### src/rtl/lkw_pkg.sv
package lkw_pkg;
   typedef enum logic [1:0] {
      LW_INV  = 2'd0,
      LW_WAIT = 2'd1,
      LW_OWN  = 2'd2
   } lw_state_e;

   localparam int unsigned HASH_LOW  = 0;
   localparam int unsigned HASH_FOLD = 1;
endpackage

### src/rtl/lkw_sig_hash.sv
module lkw_sig_hash #(
   parameter int unsigned ADDR_W    = 32,
   parameter int unsigned SIG_W     = 256,
   parameter int unsigned HASH_MODE = 1
) (
   input  logic [ADDR_W-1:0]        addr,
   output logic [$clog2(SIG_W)-1:0] idx
);
   localparam int unsigned IDX_W = $clog2(SIG_W);
   localparam int unsigned NCH   = (ADDR_W + IDX_W - 1) / IDX_W;
   localparam int unsigned PAD_W = NCH * IDX_W;

   logic [PAD_W-1:0] padded;
   assign padded = PAD_W'(addr);

   generate
      if (HASH_MODE == lkw_pkg::HASH_LOW) begin : g_low
         assign idx = padded[IDX_W-1:0];
      end else begin : g_fold
         always_comb begin
            idx = '0;
            for (int c = 0; c < int'(NCH); c++) begin
               idx = idx ^ padded[c*IDX_W +: IDX_W];
            end
         end
      end
   endgenerate
endmodule

### src/rtl/lkw_sig_store.sv
module lkw_sig_store #(
   parameter int unsigned SIG_W = 256
) (
   input  logic                     clk,
   input  logic                     rst_n,
   input  logic                     clr,
   input  logic                     ins,
   input  logic [$clog2(SIG_W)-1:0] ins_idx,
   input  logic                     mrg,
   input  logic [SIG_W-1:0]         mrg_vec,
   output logic [SIG_W-1:0]         sig_q
);
   logic [SIG_W-1:0] ins_vec;
   logic [SIG_W-1:0] sig_d;

   always_comb begin
      ins_vec = '0;
      ins_vec[ins_idx] = ins;
   end

   always_comb begin
      if (clr) sig_d = '0;
      else     sig_d = sig_q | ins_vec | (mrg ? mrg_vec : '0);
   end

   always_ff @(posedge clk or negedge rst_n) begin
      if (!rst_n) sig_q <= '0;
      else        sig_q <= sig_d;
   end
endmodule

### src/rtl/lkw_waiter_slot.sv
module lkw_waiter_slot #(
   parameter int unsigned CID_W = 2
) (
   input  logic             clk,
   input  logic             rst_n,
   input  logic             set,
   input  logic [CID_W-1:0] set_id,
   input  logic             clr,
   output logic             vld,
   output logic [CID_W-1:0] id
);
   always_ff @(posedge clk or negedge rst_n) begin
      if (!rst_n) begin
         vld <= 1'b0;
         id  <= '0;
      end else if (clr) begin
         vld <= 1'b0;
         id  <= '0;
      end else if (set) begin
         vld <= 1'b1;
         id  <= set_id;
      end
   end
endmodule

### src/rtl/lkw_fsm.sv
module lkw_fsm
   import lkw_pkg::*;
#(
   parameter int unsigned ADDR_W = 32,
   parameter int unsigned SIG_W  = 256,
   parameter int unsigned CID_W  = 2
) (
   input  logic              clk,
   input  logic              rst_n,
   input  logic              lcl_acq,
   input  logic              lcl_rel,
   input  logic [ADDR_W-1:0] lcl_tag,
   input  logic              lcl_wb_need,
   input  logic              gnt_valid,
   input  logic              rmt_valid,
   input  logic [CID_W-1:0]  rmt_core,
   input  logic              rmt_sig_only,
   input  logic [SIG_W-1:0]  sig_q,
   input  logic              slot_vld,
   input  logic [CID_W-1:0]  slot_id,
   output logic              slot_set,
   output logic              slot_clr,
   output logic              mrg,
   output lw_state_e         st_q,
   output logic              held_q,
   output logic              l2_acq,
   output logic              l2_acq_wb,
   output logic              l2_rel,
   output logic [ADDR_W-1:0] l2_tag,
   output logic              l2_nack,
   output logic [CID_W-1:0]  l2_nack_core,
   output logic              fwd_valid,
   output logic [CID_W-1:0]  fwd_core,
   output logic              fwd_sig_only,
   output logic [SIG_W-1:0]  fwd_sig
);
   logic take_gnt, take_rmt, take_acq, take_rel;
   lw_state_e st_d;
   logic held_d, tag_ld;
   logic acq_d, rel_d, nack_d, fwd_d, fwd_so_d;
   logic [CID_W-1:0] nack_id_d, fwd_id_d;

   assign take_gnt = gnt_valid;
   assign take_rmt = rmt_valid && !gnt_valid;
   assign take_acq = lcl_acq && !gnt_valid && !rmt_valid;
   assign take_rel = lcl_rel && !lcl_acq && !gnt_valid && !rmt_valid;

   always_comb begin
      st_d      = st_q;
      held_d    = held_q;
      tag_ld    = 1'b0;
      acq_d     = 1'b0;
      rel_d     = 1'b0;
      nack_d    = 1'b0;
      nack_id_d = rmt_core;
      fwd_d     = 1'b0;
      fwd_so_d  = 1'b0;
      fwd_id_d  = rmt_core;
      slot_set  = 1'b0;
      mrg       = 1'b0;
      unique case (st_q)
         LW_INV: begin
            if (take_rmt) begin
               if (rmt_sig_only) begin
                  fwd_d    = 1'b1;
                  fwd_so_d = 1'b1;
               end else begin
                  nack_d = 1'b1;
               end
            end else if (take_acq) begin
               tag_ld = 1'b1;
               acq_d  = 1'b1;
               st_d   = LW_WAIT;
            end else if (take_rel) begin
               rel_d = 1'b1;
            end
         end
         LW_WAIT: begin
            if (take_gnt) begin
               mrg    = 1'b1;
               held_d = 1'b1;
               st_d   = LW_OWN;
            end else if (take_rmt) begin
               if (rmt_sig_only || slot_vld) nack_d   = 1'b1;
               else                          slot_set = 1'b1;
            end
         end
         LW_OWN: begin
            if (take_rmt) begin
               if (rmt_sig_only) begin
                  nack_d = 1'b1;
               end else if (held_q) begin
                  if (slot_vld) nack_d   = 1'b1;
                  else          slot_set = 1'b1;
               end else begin
                  fwd_d = 1'b1;
                  st_d  = LW_INV;
               end
            end else if (take_acq) begin
               held_d = 1'b1;
            end else if (take_rel && held_q) begin
               held_d = 1'b0;
               if (slot_vld) begin
                  fwd_d    = 1'b1;
                  fwd_id_d = slot_id;
                  st_d     = LW_INV;
               end
            end
         end
         default: st_d = LW_INV;
      endcase
      if (st_d == LW_INV) held_d = 1'b0;
   end

   assign slot_clr = (st_d == LW_INV);

   always_ff @(posedge clk or negedge rst_n) begin
      if (!rst_n) begin
         st_q         <= LW_INV;
         held_q       <= 1'b0;
         l2_tag       <= '0;
         l2_acq       <= 1'b0;
         l2_acq_wb    <= 1'b0;
         l2_rel       <= 1'b0;
         l2_nack      <= 1'b0;
         l2_nack_core <= '0;
         fwd_valid    <= 1'b0;
         fwd_core     <= '0;
         fwd_sig_only <= 1'b0;
         fwd_sig      <= '0;
      end else begin
         st_q         <= st_d;
         held_q       <= held_d;
         if (tag_ld) l2_tag <= lcl_tag;
         l2_acq       <= acq_d;
         l2_acq_wb    <= acq_d && lcl_wb_need;
         l2_rel       <= rel_d;
         l2_nack      <= nack_d;
         l2_nack_core <= nack_d ? nack_id_d : '0;
         fwd_valid    <= fwd_d;
         fwd_core     <= fwd_d ? fwd_id_d : '0;
         fwd_sig_only <= fwd_so_d;
         fwd_sig      <= fwd_d ? sig_q : '0;
      end
   end
endmodule

### src/rtl/l1_lock_word_ctrl.sv
module l1_lock_word_ctrl
   import lkw_pkg::*;
#(
   parameter int unsigned NUM_CORES = 16,
   parameter int unsigned ADDR_W    = 32,
   parameter int unsigned SIG_W     = 256,
   parameter int unsigned HASH_MODE = 1,
   localparam int unsigned CID_W    = $clog2(NUM_CORES),
   localparam int unsigned IDX_W    = $clog2(SIG_W)
) (
   input  logic              clk,
   input  logic              rst_n,
   input  logic              lcl_acq,
   input  logic              lcl_rel,
   input  logic [ADDR_W-1:0] lcl_tag,
   input  logic              lcl_wb_need,
   input  logic              wr_ins,
   input  logic [ADDR_W-1:0] wr_addr,
   input  logic              phase_end,
   input  logic              gnt_valid,
   input  logic [SIG_W-1:0]  gnt_sig,
   input  logic              rmt_valid,
   input  logic [CID_W-1:0]  rmt_core,
   input  logic              rmt_sig_only,
   output logic              core_stall,
   output logic              lock_held,
   output logic              l2_acq,
   output logic              l2_acq_wb,
   output logic              l2_rel,
   output logic [ADDR_W-1:0] l2_tag,
   output logic              l2_nack,
   output logic [CID_W-1:0]  l2_nack_core,
   output logic              fwd_valid,
   output logic [CID_W-1:0]  fwd_core,
   output logic              fwd_sig_only,
   output logic [SIG_W-1:0]  fwd_sig
);
   generate
      if (NUM_CORES < 2) begin : g_bad_cores
         $error("NUM_CORES must be at least 2");
      end
      if (SIG_W < 2 || (SIG_W & (SIG_W - 1)) != 0) begin : g_bad_sig
         $error("SIG_W must be a power of two, at least 2");
      end
      if (HASH_MODE > 1) begin : g_bad_hash
         $error("HASH_MODE must be 0 or 1");
      end
   endgenerate

   lw_state_e        st_q;
   logic [SIG_W-1:0] sig_q;
   logic [IDX_W-1:0] ins_idx;
   logic             slot_vld, slot_set, slot_clr, mrg;
   logic [CID_W-1:0] slot_id;

   lkw_sig_hash #(.ADDR_W(ADDR_W), .SIG_W(SIG_W), .HASH_MODE(HASH_MODE)) u_hash (
      .addr (wr_addr),
      .idx  (ins_idx)
   );

   lkw_sig_store #(.SIG_W(SIG_W)) u_sig (
      .clk     (clk),
      .rst_n   (rst_n),
      .clr     (phase_end),
      .ins     (wr_ins),
      .ins_idx (ins_idx),
      .mrg     (mrg),
      .mrg_vec (gnt_sig),
      .sig_q   (sig_q)
   );

   lkw_waiter_slot #(.CID_W(CID_W)) u_slot (
      .clk    (clk),
      .rst_n  (rst_n),
      .set    (slot_set),
      .set_id (rmt_core),
      .clr    (slot_clr),
      .vld    (slot_vld),
      .id     (slot_id)
   );

   lkw_fsm #(.ADDR_W(ADDR_W), .SIG_W(SIG_W), .CID_W(CID_W)) u_fsm (
      .clk          (clk),
      .rst_n        (rst_n),
      .lcl_acq      (lcl_acq),
      .lcl_rel      (lcl_rel),
      .lcl_tag      (lcl_tag),
      .lcl_wb_need  (lcl_wb_need),
      .gnt_valid    (gnt_valid),
      .rmt_valid    (rmt_valid),
      .rmt_core     (rmt_core),
      .rmt_sig_only (rmt_sig_only),
      .sig_q        (sig_q),
      .slot_vld     (slot_vld),
      .slot_id      (slot_id),
      .slot_set     (slot_set),
      .slot_clr     (slot_clr),
      .mrg          (mrg),
      .st_q         (st_q),
      .held_q       (lock_held),
      .l2_acq       (l2_acq),
      .l2_acq_wb    (l2_acq_wb),
      .l2_rel       (l2_rel),
      .l2_tag       (l2_tag),
      .l2_nack      (l2_nack),
      .l2_nack_core (l2_nack_core),
      .fwd_valid    (fwd_valid),
      .fwd_core     (fwd_core),
      .fwd_sig_only (fwd_sig_only),
      .fwd_sig      (fwd_sig)
   );

   assign core_stall = (st_q == LW_WAIT);
endmodule

### config.mk
export PLATFORM = sky130hd
export DESIGN_NAME = l1_lock_word_ctrl
export DESIGN_NICKNAME = d
export VERILOG_FILES = /design/src/rtl/lkw_pkg.sv /design/src/rtl/lkw_sig_hash.sv /design/src/rtl/lkw_sig_store.sv /design/src/rtl/lkw_waiter_slot.sv /design/src/rtl/lkw_fsm.sv /design/src/rtl/l1_lock_word_ctrl.sv
export SDC_FILE = /design/constraint.sdc
export NUM_CORES = 1
export LEC_CHECK = 0
export ABC_CLOCK_PERIOD_IN_PS = 3040
export BUFFER_PORTS_ARGS = -buffer_cell sky130_fd_sc_hd__buf_2
export CORE_AREA = 2 2 251 253
export DETAILED_ROUTE_END_ITERATION = 10
export DIE_AREA = 0 0 253 255
export GPL_ROUTABILITY_DRIVEN = 0
export SLEW_MARGIN = 15
export SYNTH_ARGS = -nofsm -noshare
export SYNTH_HDL_FRONTEND = slang
export SYNTH_SLANG_ARGS = --single-unit
### constraint.sdc
create_clock -name clk -period 3.04 [get_ports clk]
set_input_delay 0.152 -clock clk [delete_from_list [all_inputs] [get_ports clk]]
set_output_delay 0.152 -clock clk [all_outputs]
set_load 0.02 [all_outputs]
==> results.toml, run 1 <==
[synthesis]
yosys-top-cells-area = "dfrtp_1 61%, o41ai_1 8.6%, nor2b_1 6.9%"
yosysMostFrequentCell = "dfrtp_1"
yosysSeqAreaShare = 0.615
syn_area_um2 = 23000
yosysWarnings = 0
synth_top_area_share = 0.615
synth-edff-count = 0
synth_common_cells = "566 x dfrtp_1, 256 x nor2b_1, 242 x o21ai_0"
ys_ff_latch = 566
synth_cell_types = 47
synth-main-ff-cell = "dfrtp_1"
synthCells = 1950
async_reset_ff_frac = 1.00
syn-num-nets = 2288
synth.largest_area_cell = "dfrtp_1"
avgSynthCellArea_um2 = 11.8

[clock_network]
cts_buffers = 60
cts.sinks = 566
cts_buffer_depth = 3
ctsHtreeMaxLevel = 2
clkLatencyLatePin_ns = 0.63
path_clk_slew_ns = 0.06
cts_root_buffer = "clkbuf_16"
cts_resized = 0
cts_tree = "yes"

[setup_path]
worstSetupPathType = "register to register"
cp.required_ns = 3.56
r2r_setup_slack_ns = 0.72
path_depth = 5
crit_family = "simple AND/OR/NAND/NOR gates"
cp.arrival_ns = 2.84
critPathBufInv = 1
critPathMaxStageDelay_ns = 0.68
r2r_start = "u_fsm.held_q$_DFFE_PN0P_"
r2r-end = "u_fsm.fwd_sig[223]$_DFF_PN0_"
r2r_cells = 5
path_cells = "or4b_2 -> o21ai_0 -> a21oi_4 -> buf_12 -> nor2b_1"
worstSetupStartpointType = "register"
worst_setup_path_end_kind = "register"
critPathSlowestCell = "or4b_2"
path_max_fanout = 135

[placement]
place_hpwl_um = 53600
dpl_worst_slack_ns = 0.494
place_area_um2 = 27200
io_buffers = 637

[pwr]
switching_share = 0.318
power.leakage_nw = 16.3
clkPwrFrac = 0.355
power_density_nw_per_um2 = 660
max-vdd-ir-drop_mv = 0.518
p_sw_mw = 6.80
power_frac_comb = 0.240
p_int_mw = 14.6
pwr-share-seq = 0.405

[route]
drt_iter0_drc = 1507
wl_per_cell_um = 23.7
vias_per_cell = 5.47
drt-pass1-iter-count = 7
vias = 20028
finalWirelength_um = 86700
drc = 0
antenna_left = 0

[grt]
grtUsageTotal = 0.260
grt_overflow_total = 0
grt_first_pass_wirelength_um = 128000
grt_start_max_net_pins = 149
antenna_found_initial = 7
grt_pass1_vias = 21130

[sta]
tightest_slew_ns = 1.07
rsz0062_at_grt = "no"
fin_crit_sh = 0.762
slew_headroom = 0.280
fin_crit_ns = 2.32
fin_skew_ns = 0.0196
clock.fmax_ghz = 0.431
hold_slack_ns = 0.100
setup_viol = 0
final-hold-violation-count = 0
setup_slack_ns = 0.722
final_max_slew_viol_count = 0
tns_ns = 0

[floorplan]
start_util = 0.371
coreArea_um2 = 62200
rows = 92
die_h_um = 255
die-area_um2 = 64500
ioPinCount = 638
die_w_um = 253

[worst_hold_path]
min_path_type = "input port to async pin"

[cells_and_area]
fillCellCount = 5390
design_area_um2 = 32400
nNetsFinal = 3154
syn_to_final_growth_pct = 40.4
drive_gt1_frac = 0.305

[status]
status = "finished, final reports clean"

[run]
cap_violations = 0
per-layer routing:
metal  track usage  up-vias  part of all wire
met4        0.0955        6             0.034
met5             0        -           0.00045
met1         0.351    10095              0.42
met2         0.425      900              0.48
li1              -     8853                 -
met3        0.0392      174             0.062
power groups by stage:
stage	Sequential [mW]	Combinational (mW)	Clock, mW
2_1_floorplan	9.04	2.45	0
6_report	8.65	5.14	7.58
3_5_place_dp	8.75	4.75	0
3_3_place_gp	8.73	4.70	0
4_1_cts	8.63	5.12	7.70
5_1_grt	8.72	5.51	8.01
through the flow:
stage	power [mW]	cells	utilization
after floorplan	11.5	1950	-
after global placement	13.4	3238	0.437
after detailed placement	13.5	3238	0.437
after CTS	21.4	3661	0.521
after global routing	22.2	3663	0.521
final	21.4	3663	0.521
how the worst max path moves through the flow:
stage	endpoint	slack [ns]	startpoint
CTS	u_sig.sig_q[251]$_DFF_PN0_	0.81	wr_addr[16]
finish	u_fsm.fwd_sig[223]$_DFF_PN0_	0.72	u_fsm.held_q$_DFFE_PN0P_
global placement	u_sig.sig_q[167]$_DFF_PN0_	0.55	wr_addr[12]
global route	u_sig.sig_q[253]$_DFF_PN0_	0.66	wr_addr[16]
detailed placement	u_sig.sig_q[169]$_DFF_PN0_	0.49	wr_addr[12]
floorplan	u_fsm.l2_tag[23]$_DFFE_PN0P_	1.02	u_fsm.st_q[1]$_DFF_PN0_
kinds of logic after synthesis:
family / count (synthesis) / synth area share
DFF: 566 / 0.615
adders and majority gates: 4 / 0.00217
and+or+nand+nor: 558 / 0.150
AOI/OAI and AO/OA: 530 / 0.161
buffers and inverters: 222 / 0.0394
muxes: 40 / 0.0191
xor gates and xnor gates: 30 / 0.0130
cells in the final DEF, fill, tap and decap left out, types with 3 or more instances in the layout:
cell type      instances
bufinv_16              5
buf_2                635
dlygate4sd3_1        315
and3_1               240
mux2_2                32
dfrtp_1              566
nor2_1                 9
inv_1                  7
o31ai_1                4
buf_12                12
clkbuf_8              14
o41ai_1              225
nand3_4                4
clkinvlp_4             8
nand2_4                4
buf_4                 54
ha_1                   3
nand2_1                3
o21ai_0              242
mux2i_1                8
xor2_1                11
nand3_1               13
clkinv_2               8
and2_1                 6
clkbuf_16             61
o41ai_2               11
o32ai_1               16
xnor2_1               13
nand4_1                3
inv_6                  5
clkbuf_1               8
a21oi_1               23
nor2b_1              256
nand2b_1               4
what timing repair did:
item / 4_1_cts / 5_1_grt
endpoints found under the hold margin: 368 / 0
setup buffers: 0 / 0
hold buffers: 315 / 0
sequential cells by signal (all words and copies together), names as in the netlist, 2 cells and up:
| register | flops |
|---|---|
| u_slot.id | 4 |
| u_fsm.fwd_sig | 256 |
| u_fsm.fwd_core | 4 |
| u_fsm.st_q | 2 |
| u_fsm.l2_nack_core | 4 |
| u_sig.sig_q | 256 |
| u_fsm.l2_tag | 32 |
area by class of cell:
type	count	area, um^2	share of cell area
antenna	2	5.00	0.000155
clock buffer	83	1750	0.0540
clock inverter	25	285	0.00881
inverter	8	35.0	0.00108
multi-input combinational	1162	8130	0.251
sequential	566	14200	0.438
tap	799	1000	0.0309
timing repair buffer	1018	7000	0.216
(Power assumes the default switching activity.)
==> run 2, diff against run 1 <==
- ABC_CLOCK_PERIOD_IN_PS: 3040 -> 1900
- CORE_AREA: 2 2 251 253 -> 2 2 245 247
- DIE_AREA: 0 0 253 255 -> 0 0 247 249
- PLACE_DENSITY: not set -> 0.65
- clock period: 3.04 -> 1.9 ns (I/O delays scaled with it)
==> run 2 against run 1 <==
Worst setup slack lost 0.66 ns. Hold slack lost 0.065 ns. Fmax grew 26%. Utilization grew 4.2 points. Clock-buffer cell count shrank 1. Sequential share of layout area shrank 0.85 points. Global-route usage grew 1.6 points. Critical path depth grew 3. Final cell count grew 0.22%. Largest cell class unchanged. Non-clock buffer count grew 31. Highest routed layer unchanged. First-iteration DRC count grew 7.8%. Die area shrank 4.7%.
==> results.toml, run 2 (same netlist as run 1, synthesis figures left out) <==
[sta]
final-hold-violation-count = 0
tns_ns = 0
rsz0062_at_grt = "yes"
tightest_slew_ns = 0.727
fin_crit_ns = 1.84
slew_headroom = 0.512
setup_viol = 0
hold_slack_ns = 0.0347
fin_crit_sh = 0.968
final_max_slew_viol_count = 0
fin_skew_ns = 0.0206
setup_slack_ns = 0.0613
clock.fmax_ghz = 0.544

[worst_hold_path]
min_path_type = "input port to async pin"

[clock_network]
ctsHtreeMaxLevel = 2
cts.sinks = 566
cts_buffers = 58
path_clk_slew_ns = 0.06
cts_root_buffer = "clkbuf_16"
cts_tree = "yes"
clkLatencyLatePin_ns = 0.62
cts_buffer_depth = 3

[cells_and_area]
nNetsFinal = 3183
fillCellCount = 4705
mostFrequentLayoutCells = "634 x buf_2, 565 x dfrtp_1, 300 x dlygate4sd3_1, 252 x nor2b_1, 239 x and3_1"
fin_cells = 3671
drive_gt1_frac = 0.320
largest_registers = "u_fsm.fwd_sig: 256 flops, u_sig.sig_q: 256 flops, u_fsm.l2_tag: 32 flops"
layout_commonest_cell = "buf_2"
syn_to_final_growth_pct = 43.2

[floorplan]
ioPinCount = 638
die_h_um = 249
die_w_um = 247
rows = 89
start_util = 0.393
die-area_um2 = 61500
coreArea_um2 = 58700

[placement]
dpl_worst_slack_ns = -0.133
place_inst = 3249
place_hpwl_um = 53500
io_buffers = 637

[route]
drt_iter0_drc = 1624
vias = 20711
finalWirelength_um = 88300
drc = 0
vias_per_cell = 5.64
drt-pass1-iter-count = 6
wl_per_cell_um = 24.1
antenna_left = 0

[grt]
grtUsageTotal = 0.276
grt_pass1_vias = 21395
grt_overflow_total = 0
grt_start_max_net_pins = 145
grt_first_pass_wirelength_um = 131000
antenna_found_initial = 8

[setup_path]
worst_setup_path_end_kind = "register"
path_max_fanout = 95
cp.arrival_ns = 2.30
worstSetupPathType = "register to register"
worstSetupStartpointType = "register"
r2r_cells = 8
cp.required_ns = 2.36

[status]
status = "finished, final reports clean"

[run]
cap_violations = 0

[pwr]
max-vdd-ir-drop_mv = 0.970
power_density_nw_per_um2 = 1060
power.leakage_nw = 16.6
-- run 2: path summary, 6_finish.rpt --
check | to | start | slack, ns
worst max register to register | u_sig.sig_q[122]$_DFF_PN0_ | u_fsm.st_q[1]$_DFF_PN0_ | 0.06
min in group clk | u_sig.sig_q[243]$_DFF_PN0_ | phase_end | 0.05
worst max-delay path | u_sig.sig_q[122]$_DFF_PN0_ | u_fsm.st_q[1]$_DFF_PN0_ | 0.06
max in group asynchronous | u_fsm.fwd_sig[65]$_DFF_PN0_ | rst_n | 1.01
worst min-delay path | u_sig.sig_q[71]$_DFF_PN0_ | rst_n | 0.03
worst min register to register | u_fsm.fwd_sig[33]$_DFF_PN0_ | u_sig.sig_q[33]$_DFF_PN0_ | 0.48
-- run 2: routing by layer --
layer	part of all wire	track usage	vias up	wire, um
li1	-	-	8925	-
met2	0.49	0.448	1124	43000
met4	0.040	0.119	4	3530
met3	0.076	0.0461	210	6680
met5	0.00026	0	-	23
met1	0.40	0.365	10448	35000
-- run 2: power by group --
group,switching (mW),internal [mW]
Combinational,5.60,3.54
Clock,4.92,7.05
Sequential,0.602,13.2
-- run 2: worst max-delay path, stage by stage, from the launching register on --
cell and delay, ns:
dfrtp_1 0.39, inv_2 0.05, buf_4 0.13, ha_4 0.17, buf_6 0.13, buf_12 0.20, and3_1 0.24, o21ai_0 0.19
o41ai_1 0.12
-- run 2: area by class of cell --
class,instances,area (um^2),share of cell area
multi-input combinational,1162,8180,0.248
sequential,566,14200,0.429
inverter,8,35.0,0.00106
tap,773,967,0.0293
timing repair buffer,1049,7640,0.231
clock inverter,27,365,0.0111
antenna,4,10.0,0.000303
clock buffer,82,1650,0.0500
-- run 2: timing repair --
action	CTS	global route
cloned	2	2
setup buffers	3	2
hold buffers	300	0
endpoints found under the hold margin	729	0
gates resized for setup	35	33
setup endpoints to repair	281	366
pin swaps	2	0
-- run 2: stage by stage --
step,utilization,instance area (um^2),power [mW]
after global placement,0.473,27700,21.8
after CTS,0.560,32900,34.8
final,0.563,33000,35.0
after floorplan,-,23100,18.4
after detailed placement,0.473,27700,21.9
after global routing,0.563,33000,36.3
